$ cat src/rtl/kwd_pkg.sv
package kwd_pkg;

   localparam int OFS_CTRL = 'h0;
   localparam int OFS_CMD  = 'h4;
   localparam int OFS_TOV  = 'h8;

   localparam int BIT_CMD32 = 13;
   localparam int BIT_UNLK  = 11;
   localparam int BIT_DONE  = 10;
   localparam int BIT_EN    = 7;
   localparam int BIT_UPD   = 5;

   localparam logic [15:0] KEY_UNLK_LO = 16'hC520;
   localparam logic [15:0] KEY_UNLK_HI = 16'hD928;
   localparam logic [15:0] KEY_REF_LO  = 16'hA602;
   localparam logic [15:0] KEY_REF_HI  = 16'hB480;

   typedef enum logic [1:0] {
      SEQ_IDLE,
      SEQ_UNLK_PEND,
      SEQ_REF_PEND
   } seq_e;

   typedef struct packed {
      logic cmd32;
      logic upd;
      logic en;
   } wd_cfg_t;

endpackage

$ cat src/rtl/kwd_key_decoder.sv
module kwd_key_decoder
   import kwd_pkg::*;
#(
   parameter int DATA_W       = 32,
   parameter bit HALF_MODE_EN = 1'b1
) (
   input  logic              clk,
   input  logic              rst_n,
   input  logic              cmd_we,
   input  logic [DATA_W-1:0] cmd_wdata,
   input  logic              mode32,
   output logic              unlock_hit,
   output logic              refresh_hit
);

   localparam int HALF_W = DATA_W / 2;
   localparam logic [DATA_W-1:0] UNLK_WORD = {KEY_UNLK_HI, KEY_UNLK_LO};
   localparam logic [DATA_W-1:0] REF_WORD  = {KEY_REF_HI, KEY_REF_LO};

   logic full_unlk, full_ref;
   logic half_unlk, half_ref;

   assign full_unlk = cmd_we && mode32 && (cmd_wdata == UNLK_WORD);
   assign full_ref  = cmd_we && mode32 && (cmd_wdata == REF_WORD);

   generate
      if (HALF_MODE_EN) begin : g_half
         seq_e seq_q, seq_d;
         logic half_we;

         assign half_we = cmd_we && !mode32;

         always_comb begin
            seq_d     = seq_q;
            half_unlk = 1'b0;
            half_ref  = 1'b0;
            if (mode32) begin
               seq_d = SEQ_IDLE;
            end else if (half_we) begin
               unique case (seq_q)
                  SEQ_UNLK_PEND: begin
                     half_unlk = (cmd_wdata == {{HALF_W{1'b0}}, KEY_UNLK_HI});
                     seq_d     = SEQ_IDLE;
                  end
                  SEQ_REF_PEND: begin
                     half_ref = (cmd_wdata == {{HALF_W{1'b0}}, KEY_REF_HI});
                     seq_d    = SEQ_IDLE;
                  end
                  default: begin
                     if (cmd_wdata == {{HALF_W{1'b0}}, KEY_UNLK_LO})
                        seq_d = SEQ_UNLK_PEND;
                     else if (cmd_wdata == {{HALF_W{1'b0}}, KEY_REF_LO})
                        seq_d = SEQ_REF_PEND;
                     else
                        seq_d = SEQ_IDLE;
                  end
               endcase
            end
         end

         always_ff @(posedge clk or negedge rst_n) begin
            if (!rst_n) seq_q <= SEQ_IDLE;
            else        seq_q <= seq_d;
         end
      end else begin : g_full_only
         logic unused_half;
         assign unused_half = &{1'b0, clk, rst_n};
         assign half_unlk   = 1'b0;
         assign half_ref    = 1'b0;
      end
   endgenerate

   assign unlock_hit  = full_unlk | half_unlk;
   assign refresh_hit = full_ref | half_ref;

endmodule

$ cat src/rtl/kwd_unlock_ctrl.sv
module kwd_unlock_ctrl
   import kwd_pkg::*;
#(
   parameter int DATA_W        = 32,
   parameter int CNT_W         = 17,
   parameter int WIN           = 128,
   parameter int RESET_TIMEOUT = 128000
) (
   input  logic              clk,
   input  logic              rst_n,
   input  logic              unlock_hit,
   input  logic              ctrl_we,
   input  logic              tov_we,
   input  logic [DATA_W-1:0] wdata,
   output wd_cfg_t           cfg,
   output logic [CNT_W-1:0]  toval,
   output logic              unlocked,
   output logic              done
);

   localparam int WIN_W = (WIN > 1) ? $clog2(WIN) : 1;
   localparam logic [WIN_W-1:0] WIN_LAST = WIN_W'(WIN - 1);
   localparam logic [CNT_W-1:0] TOV_RST  = CNT_W'(RESET_TIMEOUT);

   logic [WIN_W-1:0] win_q;
   logic             cfg_write;

   assign cfg_write = unlocked && (ctrl_we || tov_we);

   always_ff @(posedge clk or negedge rst_n) begin
      if (!rst_n) begin
         cfg      <= '{cmd32: 1'b0, upd: 1'b1, en: 1'b1};
         toval    <= TOV_RST;
         unlocked <= 1'b0;
         done     <= 1'b0;
         win_q    <= '0;
      end else if (unlock_hit && cfg.upd) begin
         unlocked <= 1'b1;
         done     <= 1'b0;
         win_q    <= WIN_LAST;
      end else if (cfg_write) begin
         unlocked <= 1'b0;
         done     <= 1'b1;
         if (ctrl_we) begin
            cfg.cmd32 <= wdata[BIT_CMD32];
            cfg.upd   <= wdata[BIT_UPD];
            cfg.en    <= wdata[BIT_EN];
         end
         if (tov_we) toval <= wdata[CNT_W-1:0];
      end else if (unlocked) begin
         if (win_q == '0) unlocked <= 1'b0;
         else             win_q    <= win_q - 1'b1;
      end
   end

   logic unused_bits;
   assign unused_bits = &{1'b0, wdata};

endmodule

$ cat src/rtl/kwd_counter.sv
module kwd_counter #(
   parameter int CNT_W = 17,
   parameter int PULSE = 16
) (
   input  logic             clk,
   input  logic             rst_n,
   input  logic             tick,
   input  logic             en,
   input  logic             refresh,
   input  logic [CNT_W-1:0] toval,
   output logic [CNT_W-1:0] cnt,
   output logic             rst_req
);

   localparam int PW = $clog2(PULSE + 1);
   localparam logic [PW-1:0] PULSE_LEN = PW'(PULSE);

   logic [PW-1:0] pulse_q;
   logic          expired;

   assign expired = en && (cnt >= toval);

   always_ff @(posedge clk or negedge rst_n) begin
      if (!rst_n) begin
         cnt     <= '0;
         pulse_q <= '0;
      end else if (pulse_q != '0) begin
         pulse_q <= pulse_q - 1'b1;
         cnt     <= '0;
      end else if (expired) begin
         pulse_q <= PULSE_LEN;
         cnt     <= '0;
      end else if (en && refresh) begin
         cnt <= '0;
      end else if (en && tick && (cnt != '1)) begin
         cnt <= cnt + 1'b1;
      end
   end

   assign rst_req = (pulse_q != '0);

endmodule

$ cat src/rtl/keyed_watchdog.sv
module keyed_watchdog
   import kwd_pkg::*;
#(
   parameter int ADDR_W        = 4,
   parameter int DATA_W        = 32,
   parameter int CNT_W         = 17,
   parameter int UNLOCK_WIN    = 128,
   parameter int RST_PULSE     = 16,
   parameter int RESET_TIMEOUT = 128000,
   parameter bit HALF_MODE_EN  = 1'b1
) (
   input  logic              clk,
   input  logic              rst_n,
   input  logic              bus_sel,
   input  logic              bus_wr,
   input  logic [ADDR_W-1:0] bus_addr,
   input  logic [31:0]       bus_wdata,
   output logic [31:0]       bus_rdata,
   input  logic              slow_tick,
   output logic              wdog_rst
);

   generate
      if (DATA_W != 32) begin : g_bad_data
         $error("keyed_watchdog: DATA_W must be 32");
      end
      if (ADDR_W < 4) begin : g_bad_addr
         $error("keyed_watchdog: ADDR_W must cover offset 0x8");
      end
      if (CNT_W < 2 || CNT_W > 31) begin : g_bad_cnt
         $error("keyed_watchdog: CNT_W out of range");
      end else if (RESET_TIMEOUT >= (1 << CNT_W)) begin : g_bad_tov
         $error("keyed_watchdog: RESET_TIMEOUT does not fit CNT_W");
      end
      if (UNLOCK_WIN < 2) begin : g_bad_win
         $error("keyed_watchdog: UNLOCK_WIN must be at least 2");
      end
      if (RST_PULSE < 1) begin : g_bad_pulse
         $error("keyed_watchdog: RST_PULSE must be at least 1");
      end
   endgenerate

   localparam logic [ADDR_W-1:0] A_CTRL = ADDR_W'(OFS_CTRL);
   localparam logic [ADDR_W-1:0] A_CMD  = ADDR_W'(OFS_CMD);
   localparam logic [ADDR_W-1:0] A_TOV  = ADDR_W'(OFS_TOV);

   logic             wr_any, ctrl_we, cmd_we, tov_we;
   logic             unlock_hit, refresh_hit;
   logic             unlocked, done;
   wd_cfg_t          cfg;
   logic [CNT_W-1:0] toval, cnt;

   assign wr_any  = bus_sel && bus_wr;
   assign ctrl_we = wr_any && (bus_addr == A_CTRL);
   assign cmd_we  = wr_any && (bus_addr == A_CMD);
   assign tov_we  = wr_any && (bus_addr == A_TOV);

   kwd_key_decoder #(
      .DATA_W       (DATA_W),
      .HALF_MODE_EN (HALF_MODE_EN)
   ) u_keys (
      .clk         (clk),
      .rst_n       (rst_n),
      .cmd_we      (cmd_we),
      .cmd_wdata   (bus_wdata),
      .mode32      (cfg.cmd32),
      .unlock_hit  (unlock_hit),
      .refresh_hit (refresh_hit)
   );

   kwd_unlock_ctrl #(
      .DATA_W        (DATA_W),
      .CNT_W         (CNT_W),
      .WIN           (UNLOCK_WIN),
      .RESET_TIMEOUT (RESET_TIMEOUT)
   ) u_lock (
      .clk        (clk),
      .rst_n      (rst_n),
      .unlock_hit (unlock_hit),
      .ctrl_we    (ctrl_we),
      .tov_we     (tov_we),
      .wdata      (bus_wdata),
      .cfg        (cfg),
      .toval      (toval),
      .unlocked   (unlocked),
      .done       (done)
   );

   kwd_counter #(
      .CNT_W (CNT_W),
      .PULSE (RST_PULSE)
   ) u_cnt (
      .clk     (clk),
      .rst_n   (rst_n),
      .tick    (slow_tick),
      .en      (cfg.en),
      .refresh (refresh_hit),
      .toval   (toval),
      .cnt     (cnt),
      .rst_req (wdog_rst)
   );

   always_comb begin
      bus_rdata = '0;
      if (bus_addr == A_CTRL) begin
         bus_rdata[BIT_CMD32] = cfg.cmd32;
         bus_rdata[BIT_UNLK]  = unlocked;
         bus_rdata[BIT_DONE]  = done;
         bus_rdata[BIT_EN]    = cfg.en;
         bus_rdata[BIT_UPD]   = cfg.upd;
      end else if (bus_addr == A_CMD) begin
         bus_rdata[CNT_W-1:0] = cnt;
      end else if (bus_addr == A_TOV) begin
         bus_rdata[CNT_W-1:0] = toval;
      end
   end

endmodule

$ cat config.mk
export PLATFORM = sky130hd
export DESIGN_NAME = keyed_watchdog
export DESIGN_NICKNAME = d
export VERILOG_FILES = /design/src/rtl/kwd_pkg.sv /design/src/rtl/kwd_key_decoder.sv /design/src/rtl/kwd_unlock_ctrl.sv /design/src/rtl/kwd_counter.sv /design/src/rtl/keyed_watchdog.sv
export SDC_FILE = /design/constraint.sdc
export NUM_CORES = 1
export LEC_CHECK = 0
export ABC_CLOCK_PERIOD_IN_PS = 2400
export BUFFER_PORTS_ARGS = -buffer_cell sky130_fd_sc_hd__buf_2
export CAP_MARGIN = 0
export CORE_MARGIN = 3
export CORE_UTILIZATION = 56
export CTS_CLUSTER_DIAMETER = 120
export DETAILED_ROUTE_END_ITERATION = 8
export MAX_ROUTING_LAYER = met4
export PLACE_DENSITY = 0.81
export SYNTH_ARGS = -nofsm -noshare
export SYNTH_HDL_FRONTEND = slang
export SYNTH_SLANG_ARGS = --single-unit
$ cat constraint.sdc
create_clock -name clk -period 2.4 [get_ports clk]
set_input_delay 0.24 -clock clk [delete_from_list [all_inputs] [get_ports clk]]
set_output_delay 0.24 -clock clk [all_outputs]
set_load 0.1 [all_outputs]
Word level (Yosys, flattened, before mapping)
Cells that the tools add are included.
- add/sub/neg operators: 3
- $lt $le $gt $ge: 1
- eq/ne operators: 13
- multiplexer cells: 38
- bitwise logic cells: 3
- reduce and logical (&&, ||, !) cells: 28
- operators with widths (kind ; count):
    32-bit by 16-bit equality test with 1-bit output (second input constant) ; 4
    17-bit two-way mux ; 6
    32-bit equality test (second input constant) ; 2
    7-bit two-way mux ; 4
    17-bit by 1-bit adder with 17-bit output (second input constant) ; 1
    17-bit greater-or-equal comparator ; 1
    1-bit two-way mux ; 17
    17-bit != test (second input constant) ; 1
    5-bit two-way mux ; 3
    1-bit logical AND ; 14
    2-bit two-way mux ; 7
    3-bit AND reduction ; 3
    2-bit nonzero test ; 4
    7-bit logical NOT ; 1
    7-bit by 1-bit subtractor with 7-bit output (second input constant) ; 1
    5-bit nonzero test ; 1
    5-bit by 1-bit subtractor with 5-bit output (second input constant) ; 1
    4-bit by 3-bit equality test with 1-bit output (second input constant) ; 1
    4-bit equality test (second input constant) ; 1
    4-bit logical NOT ; 1
    4-bit nonzero test ; 1
    3-bit two-way mux ; 1
    2-bit by 1-bit equality test with 1-bit output (second input constant) ; 1
    2-bit equality test (second input constant) ; 1
    other kinds (7) ; 8
- flip-flop bits (word level): 53
- bits of input ports: 41
- output and inout bits: 33
- word-level logic and storage cells: 96

Depth between registers and ports, before layout
Gate-level depths: netlist of run 1.
- word-level depth: 10
- mapped depth: 11
- depth with buffers taken out: 11

Modules after synthesis
A second synthesis of run 1 with hierarchy kept.
- cell total of the unflattened synthesis: 412
- area total of the unflattened synthesis: 3661.0 um2
- by module, submodules not included (module ; times used ; cells each ; area an instance (um2) ; sequential area each (um2)):
    kwd_counter ; 1 ; 199 ; 1659.1 ; 550.5
    kwd_unlock_ctrl ; 1 ; 95 ; 1233.7 ; 735.7
    keyed_watchdog ; 1 ; 71 ; 432.9 ; 0.0
    kwd_key_decoder ; 1 ; 47 ; 335.3 ; 50.0

Least setup slack after synthesis of run 1
OpenSTA, ideal clock, no wires.
- path type: reg2out
- start: reg u_lock.cfg[0] (netlist name)
- end: out bus_rdata[7]
- data arrival time: 2.616 ns
- data required time: 2.160 ns
- path slack: -0.456 ns
- stages on the path, launching flop included: 5
- buffers on the path: 2
- cells stage by stage: dfstp_2 -> clkbuf_1 -> inv_1 -> clkbuf_1 -> a22oi_1
- cells in the longest elaborated chain, start to end: 1
- RTL lines (what ; RTL line ; source):
    1-bit two-way mux ; keyed_watchdog.sv:105 ; if (bus_addr == A_CTRL) begin
    to (decl) ; keyed_watchdog.sv:18 ; output logic [31:0] bus_rdata,
No other way between the ends.

Worst setup path after layout of run 1
- start: reg u_cnt.pulse_q[0]
- end: out wdog_rst
- cells in the longest elaborated chain, start to end: 1
- RTL lines (what ; RTL line ; source):
    from (decl) ; kwd_counter.sv:18 ; logic [PW-1:0] pulse_q;
    from (signal assigned) ; kwd_counter.sv:28 ; pulse_q <= pulse_q - 1'b1;
    5-bit nonzero test ; kwd_counter.sv:40 ; assign rst_req = (pulse_q != '0);
    to (decl) ; keyed_watchdog.sv:20 ; output logic wdog_rst
No other way between the ends.

==> impl_metrics.tcl, run 1 <==
set metrics [dict create \
    setup_violations 0 \
    ys.warnings.count 0 \
    insertion_delay_ns 0.31 \
    fp.dieW_um 86.0 \
    ys_async_sr_fraction 1.00 \
    track_usage 0.270 \
    ys_types 50 \
    grt-ovfl-total 0 \
    crit_required_ns 2.16 \
    drive_gt1_frac 0.315 \
    avgSynthCellArea_um2 8.68 \
    nNetsFinal 565 \
    place_area_um2 4230 \
    place_ws_ns -0.00313 \
    drc 0 \
    wirelength_um 9450 \
    synth_top_area_cell "dfrtp_1" \
    cp.arrival_ns 2.01 \
    clkTransAtPathRegs_ns 0.10 \
    cp_max_fo 5 \
    cap_violations 0 \
    max_slew_margin 0.455 \
    worst_slew_pin_slew_ns 0.809 \
    outcome "complete, no violations" \
    htree_num_levels 2 \
    antenna_found_initial 0 \
    die_area_um2 7400 \
    drt_iter0_drc 189 \
    wl_per_cell_um 16.4 \
    cts.sinks 53 \
    vdd_drop_max_mv 0.236 \
    gp_congestion 0.981 \
    pwr_density_cell_nw_per_um2 406 \
    dr.pass1.iters 5 \
    die_h_um 86.0 \
    synth_area_leaders "dfrtp_1, ha_1, dfstp_2" \
    fin_crit_sh 0.939 \
    ys_ff_latch 53 \
    skew_ns 0.00790 \
    synth_seq_area_share 0.373 \
    synth_top_area_share 0.314 \
    via_per_inst 5.98 \
    synth_most_common_cell "nand2_1" \
    timing.rr.end "u_cnt.cnt[12]" \
    start_kind "register" \
    nFillCells 462 \
    numCtsBuffers 5 \
    synth_area_um2 3580 \
    tritoncts "done" \
    std_cell_rows 28 \
    path_class "register to output port" \
    final_area_um2 4390 \
    maxClockFrequency_mhz 444 \
    hold_class "input port to async pin" \
    finalHoldViolCount 0 \
    io_pins 74 \
    antennaDiodeCount 0 \
    grt_first_pass_wirelength_um 15500 \
    fin_crit_ns 2.25 \
    r2r-start "u_cnt.cnt[0]" \
    numPortBuffers 58 \
    drtAntennaViolNets 0 \
    worst_slack_ns 0.145 \
    synth_edf_count 0 \
    reg2reg_slack_ns 0.19 \
    synthFlopType "dfrtp_1" \
    start_util 0.591 \
    cts_hold_buf 0 \
    synthToLayoutAreaGrowth_pct 22.4 \
    hpwl_um 7410 \
    cts_buffer_depth 2 \
    netlist_top_cells_count "nand2_1, dfrtp_1, nor2_1, inv_1, ha_1" \
    grt_max_degree 36 \
    finalMaxSlewViolations 0 \
    grt_pass1_vias 3297 \
    p_leak_uw 0.00201 \
    vias 3445 \
    coreArea_um2 6060 \
    end_kind "output port" \
    cts_root_buffer "clkbuf_8" \
    r2r_cells 11 \
    syn_inst 413 \
    final_core_util 0.724 \
]
==> layout by cell type (no fill, tap or decap), types with 4 or more instances in the layout <==
| cell type | n |
|---|---|
| nand4_1 | 14 |
| nand3b_1 | 4 |
| nand2_1 | 48 |
| mux2_2 | 18 |
| buf_2 | 55 |
| a22oi_1 | 12 |
| and3_1 | 4 |
| buf_12 | 4 |
| conb_1 | 15 |
| dfstp_2 | 8 |
| nor2_1 | 29 |
| a21oi_1 | 18 |
| nor2_2 | 11 |
| nor2b_1 | 5 |
| nor4_1 | 4 |
| xnor2_1 | 10 |
| inv_1 | 31 |
| clkbuf_8 | 6 |
| ha_1 | 22 |
| o21ai_0 | 19 |
| buf_4 | 30 |
| nand3_1 | 14 |
| nor3_1 | 16 |
| dfrtp_1 | 43 |
==> logic make-up (layout without fill, tap and decap cells) <==
group | after synthesis | after routing | share of synthesized area
xor gates and xnor gates | 12 | 12 | 0.0293
AOI/OAI and AO/OA | 72 | 72 | 0.123
and+or+nand+nor | 178 | 178 | 0.260
other | 1 | 15 | 0.00105
muxes | 18 | 18 | 0.0566
adders and majority gates | 24 | 24 | 0.0838
DFF | 53 | 53 | 0.373
buffers and inverters | 55 | 129 | 0.0733
==> worst max-delay path, cell delays in order, from the launching register on <==
cell and delay, ns:
dfrtp_1 0.41, inv_1 0.07, ha_1 0.21, nor4b_4 0.42, clkinvlp_4 0.25, buf_2 0.34
==> power by group <==
part           switching [uW]  leakage [uW]  internal [uW]
Clock                     303     0.0000574            340
Combinational             191       0.00126           52.1
Sequential       0.0000000138      0.000699            893
==> area by class of cell <==
| class | count | area (um^2) | area share |
|---|---|---|---|
| Inverter | 32 | 124 | 0.0282 |
| Clock buffer | 6 | 82.6 | 0.0188 |
| Timing Repair Buffer | 89 | 581 | 0.132 |
| Clock inverter | 2 | 37.5 | 0.00856 |
| Multi-Input combinational cell | 319 | 2130 | 0.485 |
| Tap cell | 75 | 93.8 | 0.0214 |
| Sequential cell | 53 | 1340 | 0.305 |
==> routing by layer <==
| metal | track usage | part of all wire |
|---|---|---|
| met5 | - | 0 |
| met2 | 0.441 | 0.50 |
| met1 | 0.348 | 0.42 |
| met3 | 0.0451 | 0.063 |
| met4 | 0.0748 | 0.019 |
==> worst max path at each step <==
stage                           from            end  slack (ns)  cells after the start
finish              u_cnt.pulse_q[0]       wdog_rst        0.15                      5
detailed placement      u_cnt.cnt[8]  u_cnt.cnt[11]      -0.003                     11
floorplan           u_cnt.pulse_q[0]  u_cnt.cnt[10]        0.02                      8
CTS                     u_cnt.cnt[8]  u_cnt.cnt[11]        0.08                     11
global placement        u_cnt.cnt[8]  u_cnt.cnt[13]        0.03                     11
global route            u_cnt.cnt[0]  u_cnt.cnt[13]      -0.002                     11
==> registers in the layout, summed over array words and instances, names as in the netlist <==
signal / flops
u_cnt.cnt: 17
u_lock.toval: 17
u_lock.win_q: 7
u_cnt.pulse_q: 5
u_lock.cfg: 3
u_keys.g_half.seq_q: 2
u_lock.done: 1
u_lock.unlocked: 1
==> repair_timing <==
action / in CTS / in global routing
endpoints found under the setup margin: 4 / 16
buffers inserted: 2 / 0
gates resized for setup: 0 / 8
==> metrics by stage <==
stage	power, uW	hold WS (ns)	setup TNS [ns]	std cells
6_report	1780	0.0161	0	576
5_1_grt	1840	0.0703	-0.00172	576
4_1_cts	1780	0.0449	0	576
3_5_place_dp	1150	0.374	-0.00525	566
3_3_place_gp	1150	0.376	0	566
2_1_floorplan	1080	-0.0556	0	427
Power figures use the tool's default switching activity.
==> inputs of run 2 (changes only) <==
--- a/config.mk
+++ b/config.mk
@@ -9,11 +9,10 @@
 export BUFFER_PORTS_ARGS = -buffer_cell sky130_fd_sc_hd__buf_2
 export CAP_MARGIN = 0
 export CORE_MARGIN = 3
-export CORE_UTILIZATION = 56
+export CORE_UTILIZATION = 40
 export CTS_CLUSTER_DIAMETER = 120
 export DETAILED_ROUTE_END_ITERATION = 8
 export MAX_ROUTING_LAYER = met4
-export PLACE_DENSITY = 0.81
 export SYNTH_ARGS = -nofsm -noshare
 export SYNTH_HDL_FRONTEND = slang
 export SYNTH_SLANG_ARGS = --single-unit
==> impl_metrics.tcl, run 2 (synthesis results as in run 1) <==
set metrics [dict create \
    outcome "complete, no violations" \
    clkTransAtPathRegs_ns 0.10 \
    grt-ovfl-total 0 \
    insertion_delay_ns 0.32 \
    hold_class "input port to register" \
    drc 0 \
    r2r-start "u_cnt.cnt[0]" \
    dr.pass1.iters 5 \
    nFillCells 807 \
    skew_ns 0.0142 \
    via_per_inst 5.36 \
    numPortBuffers 58 \
    antennaDiodeCount 0 \
    rsz0062_at_grt "true" \
    synthToLayoutAreaGrowth_pct 23.3 \
    end_kind "register" \
    seq_area_um2 1340 \
    finalPower_uw 1760 \
    coreArea_um2 8460 \
    gp_congestion 0.897 \
    antenna_found_initial 0 \
    timing.rr.end "u_cnt.cnt[15]" \
    grt_first_pass_wirelength_um 16000 \
    reg2reg_slack_ns 0.1 \
    cap_violations 0 \
    fin_crit_ns 2.30 \
    track_usage 0.205 \
    crit_chain "ha_1 -> nand3_1 -> or2_2 -> nor4_2 -> ha_1 -> nand3b_1 -> nor2_1 -> nand4_1 -> nor3_1 -> xnor2_1 -> nor2_1" \
    crit_start "u_cnt.cnt[0]" \
    htree_num_levels 2 \
    max_stage_delay_ns 0.39 \
    cp_max_fo 4 \
    std_cell_rows 33 \
    place_area_um2 4250 \
    p_leak_uw 0.00202 \
    grt_pass1_vias 3220 \
    multi_input_area_um2 2140 \
    die_area_um2 10100 \
    cts_buffer_depth 2 \
    final_area_um2 4420 \
    wirelength_um 9460 \
    setup_violations 0 \
    start_util 0.423 \
    cts.sinks 53 \
    vdd_drop_max_mv 0.276 \
    drive_gt1_frac 0.307 \
    drtAntennaViolNets 0 \
    nNetsFinal 565 \
    final_common_cell "buf_2" \
    tritoncts "done" \
    die_h_um 101 \
    worst_slew_pin_slew_ns 0.709 \
    wl_per_cell_um 15.6 \
    cts_root_buffer "clkbuf_8" \
    finalHoldViolCount 0 \
    path_class "register to register" \
    max_slew_margin 0.524 \
    grt_max_degree 26 \
    fin_crit_sh 0.960 \
    drt_iter0_drc 147 \
    r2r_cells 11 \
    layout_common_cells "buf_2, nand2_1, dfrtp_1" \
    crit_required_ns 2.61 \
    numCtsBuffers 5 \
    largestRegisters "u_cnt.cnt (17), u_lock.toval (17), u_lock.win_q (7)" \
    finalMaxSlewViolations 0 \
    start_kind "register" \
    pwr_density_cell_nw_per_um2 398 \
    vias 3249 \
    io_pins 74 \
    cp-endpoint "u_cnt.cnt[15]" \
    fp.dieW_um 101 \
    cp_slowest_cell "dfrtp_1" \
    cp.arrival_ns 2.51 \
    maxClockFrequency_mhz 434 \
    hpwl_um 7470 \
]
==> run 2: cell type report <==
type,count,area share
well taps,105,0.0297
multi-input cells,319,0.484
clock buffers,6,0.0164
repair buffers,89,0.131
flip-flops and latches,53,0.302
inverters,32,0.0280
clock inverters,2,0.00878
==> run 2: how the worst min path moves through the flow <==
| stage | start | endpoint | slack, ns | cells after the start |
|---|---|---|---|---|
| finish | bus_wdata[5] | u_lock.cfg[1] | 0.17 | 3 |
| global route | bus_wdata[15] | u_lock.toval[15] | 0.17 | 2 |
| CTS | bus_wdata[4] | u_lock.toval[4] | 0.17 | 2 |
| detailed placement | rst_n | u_cnt.pulse_q[4] | 0.29 | 1 |
| global placement | rst_n | u_cnt.pulse_q[4] | 0.29 | 1 |
| floorplan | rst_n | u_cnt.cnt[0] | -0.06 | 0 |
==> run 2: what timing repair did <==
item / CTS / global route
hold buffers: 1 / 0
resized for setup: 0 / 9
setup endpoints to repair: 0 / 15
hold endpoints to repair: 22 / 0
buffers inserted: 0 / 2
==> run 2: through the flow <==
step	hold WS, ns	util	setup TNS, ns	std cells	setup slack, ns
after detailed placement	0.289	0.502	0	595	0.167
after CTS	0.165	0.517	0	604	0.0279
after floorplan	-0.0556	-	0	427	0.0178
after global routing	0.171	0.522	-0.106	606	-0.0636
final	0.166	0.522	0	606	0.0964
after global placement	0.293	0.502	0	595	0.212
==> run 2: report_power, final <==
part / internal, uW / total (uW) / switching [uW] / leakage [uW]
sequential: 893 / 893 / 0.0000000133 / 0.000703
combinational: 51.0 / 243 / 192 / 0.00126
clock: 314 / 622 / 308 / 0.0000554
total: 1260 / 1760 / 500 / 0.00202
==> run 2: worst max-delay path, delay by kind of cell, from the launching register on <==
kind | cells | cell delay [ns]
xor+xnor | 1 | 0.15
flops | 1 | 0.39
fa+ha+maj | 2 | 0.44
simple gates | 8 | 1.22
==> run 2: layer usage <==
| metal | up-vias | track usage | routed length [um] |
|---|---|---|---|
| li1 | 1598 | - | - |
| met1 | 1544 | 0.276 | 4360 |
| met2 | 98 | 0.327 | 4500 |
| met3 | 9 | 0.0270 | 472 |
| met4 | 0 | 0.0508 | 131 |
| met5 | - | - | 0 |
==> inputs of run 3 (changes only) <==
--- a/config.mk
+++ b/config.mk
@@ -9,7 +9,7 @@
 export BUFFER_PORTS_ARGS = -buffer_cell sky130_fd_sc_hd__buf_2
 export CAP_MARGIN = 0
 export CORE_MARGIN = 3
-export CORE_UTILIZATION = 40
+export CORE_UTILIZATION = 25
 export CTS_CLUSTER_DIAMETER = 120
 export DETAILED_ROUTE_END_ITERATION = 8
 export MAX_ROUTING_LAYER = met4
==> impl_metrics.tcl, run 3 (synthesis results as in run 1) <==
set metrics [dict create \
    crit_chain "ha_1 -> nand3_1 -> or2_2 -> nor4_2 -> ha_1 -> nand2b_1 -> nor3_2 -> nand2_1 -> and2_1 -> o21ai_0 -> a21oi_1" \
    worst_slew_pin_slew_ns 0.700 \
    finalHoldViolCount 0 \
    pwr-share-seq 0.480 \
    hpwl_um 7940 \
    nFillCells 1470 \
    p_leak_uw 0.00205 \
    cp_slowest_cell "dfrtp_1" \
    largestRegisters "u_cnt.cnt (17), u_lock.toval (17), u_lock.win_q (7)" \
    drt_iter0_drc 216 \
    multi_input_area_um2 2130 \
    via_per_inst 4.91 \
    start_util 0.257 \
    max_stage_delay_ns 0.39 \
    htree_num_levels 2 \
    outcome "complete, no violations" \
    fp.dieW_um 126 \
    pwr-share-comb 0.130 \
    die_area_um2 15800 \
    clockPowerShare 0.389 \
    cts_hold_buf 0 \
    drive_gt1_frac 0.312 \
    finalMaxSlewViolations 0 \
    wirelength_um 10000 \
    final_area_um2 4560 \
    max_slew_margin 0.530 \
    tns_ns 0 \
    grt_max_degree 54 \
    dr.pass1.iters 4 \
    setup_violations 0 \
    vdd_drop_max_mv 0.261 \
    seq_area_um2 1340 \
    coreArea_um2 13900 \
    crit_family "simple AND/OR/NAND/NOR gates" \
    cts.sinks 53 \
    numPortBuffers 58 \
    die_h_um 126 \
    crit_required_ns 2.58 \
    io_pins 74 \
    fin_crit_sh 0.927 \
    gp_congestion 0.916 \
    hold_class "input port to async pin" \
    cpMostUsedCell "ha_1" \
    cts_buffer_depth 2 \
    fin_crit_ns 2.23 \
    cp_max_fo 3 \
    vias 3356 \
    insertion_delay_ns 0.29 \
    clkTransAtPathRegs_ns 0.07 \
    rsz0062_at_grt "false" \
    wl_per_cell_um 14.7 \
    whs_ns 0.0738 \
    grt_pass1_vias 3296 \
    place_area_um2 4380 \
    power.switching_uw 528 \
    final_core_util 0.327 \
    path_class "register to register" \
    grt_first_pass_wirelength_um 17000 \
    end_kind "register" \
    track_usage 0.133 \
    final_common_cell "buf_2" \
    maxClockFrequency_mhz 449 \
    layout_common_cells "buf_2, nand2_1, dfrtp_1" \
    std_cell_rows 43 \
    synthToLayoutAreaGrowth_pct 27.2 \
    skew_ns 0.00773 \
    drtAntennaViolNets 0 \
    cts_root_buffer "clkbuf_16" \
    pwr_density_cell_nw_per_um2 408 \
    tritoncts "done" \
    grt-ovfl-total 0 \
    drc 0 \
    numCtsBuffers 5 \
    p_int_uw 1330 \
    p_sw_frac 0.284 \
    cap_violations 0 \
    antenna_found_initial 0 \
    start_kind "register" \
    antennaDiodeCount 0 \
    nNetsFinal 567 \
    cp.arrival_ns 2.40 \
    crit_buf_inv 0 \
]
==> run 3: cell count changes in the layout (fill, tap and decap cells not counted), sizes merged <==
cell,before,now
dlygate4sd3,1,0
inv,31,32
buf,88,91
clkbuf,6,5
bufinv,1,0
clkinvlp,1,2
==> run 3: cell type report <==
cell class	instances	area share
Multi-Input combinational cell	319	0.468
Sequential cell	53	0.293
Timing Repair Buffer	91	0.131
Tap cell	180	0.0494
Clock buffer	5	0.0274
Inverter	32	0.0272
Clock inverter	3	0.00467
==> run 3: per-stage QoR <==
stage          total power, uW  cells  worst slack (ns)
6_report                  1860    683             0.175
3_3_place_gp              1150    673            -0.109
4_1_cts                   1890    681            0.0613
5_1_grt                   1920    683            0.0240
2_1_floorplan             1080    427            0.0178
3_5_place_dp              1150    673            -0.101
==> run 3: path summary, 6_finish.rpt <==
kind	to	depth (start not counted)	slack [ns]	from
worst max-delay path	u_cnt.cnt[7]	11	0.17	u_cnt.cnt[0]
worst min-delay path	u_cnt.pulse_q[1]	2	0.07	rst_n
worst max register to register	u_cnt.cnt[7]	11	0.17	u_cnt.cnt[0]
worst min register to register	u_lock.done	1	0.50	u_lock.done
max in group asynchronous	u_cnt.cnt[10]	2	1.87	rst_n
min in group clk	u_lock.cfg[1]	3	0.19	bus_wdata[5]
==> run 3: repair_timing <==
| item | CTS | global route |
|---|---|---|
| resized for setup | 2 | 3 |
| endpoints found under the hold margin | 0 | 0 |
| setup buffers | 0 | 2 |
| pin swaps | 0 | 1 |
| setup endpoints to repair | 20 | 20 |
==> run 3: metal layers <==
metal / vias to the layer above / global-route usage / part of all wire
met5: - / - / 0
met4: 0 / 0.0287 / 0.014
met3: 11 / 0.0187 / 0.067
met2: 137 / 0.204 / 0.46
met1: 1598 / 0.187 / 0.46
li1: 1610 / - / -
==> run 3: power by group through the flow <==
| stage | Clock [uW] | Sequential, uW | Combinational [uW] |
|---|---|---|---|
| after detailed placement | 0 | 910 | 242 |
| final | 723 | 893 | 242 |
| after floorplan | 0 | 910 | 169 |
| after global placement | 0 | 910 | 241 |
| after global routing | 774 | 893 | 258 |
| after CTS | 750 | 893 | 243 |
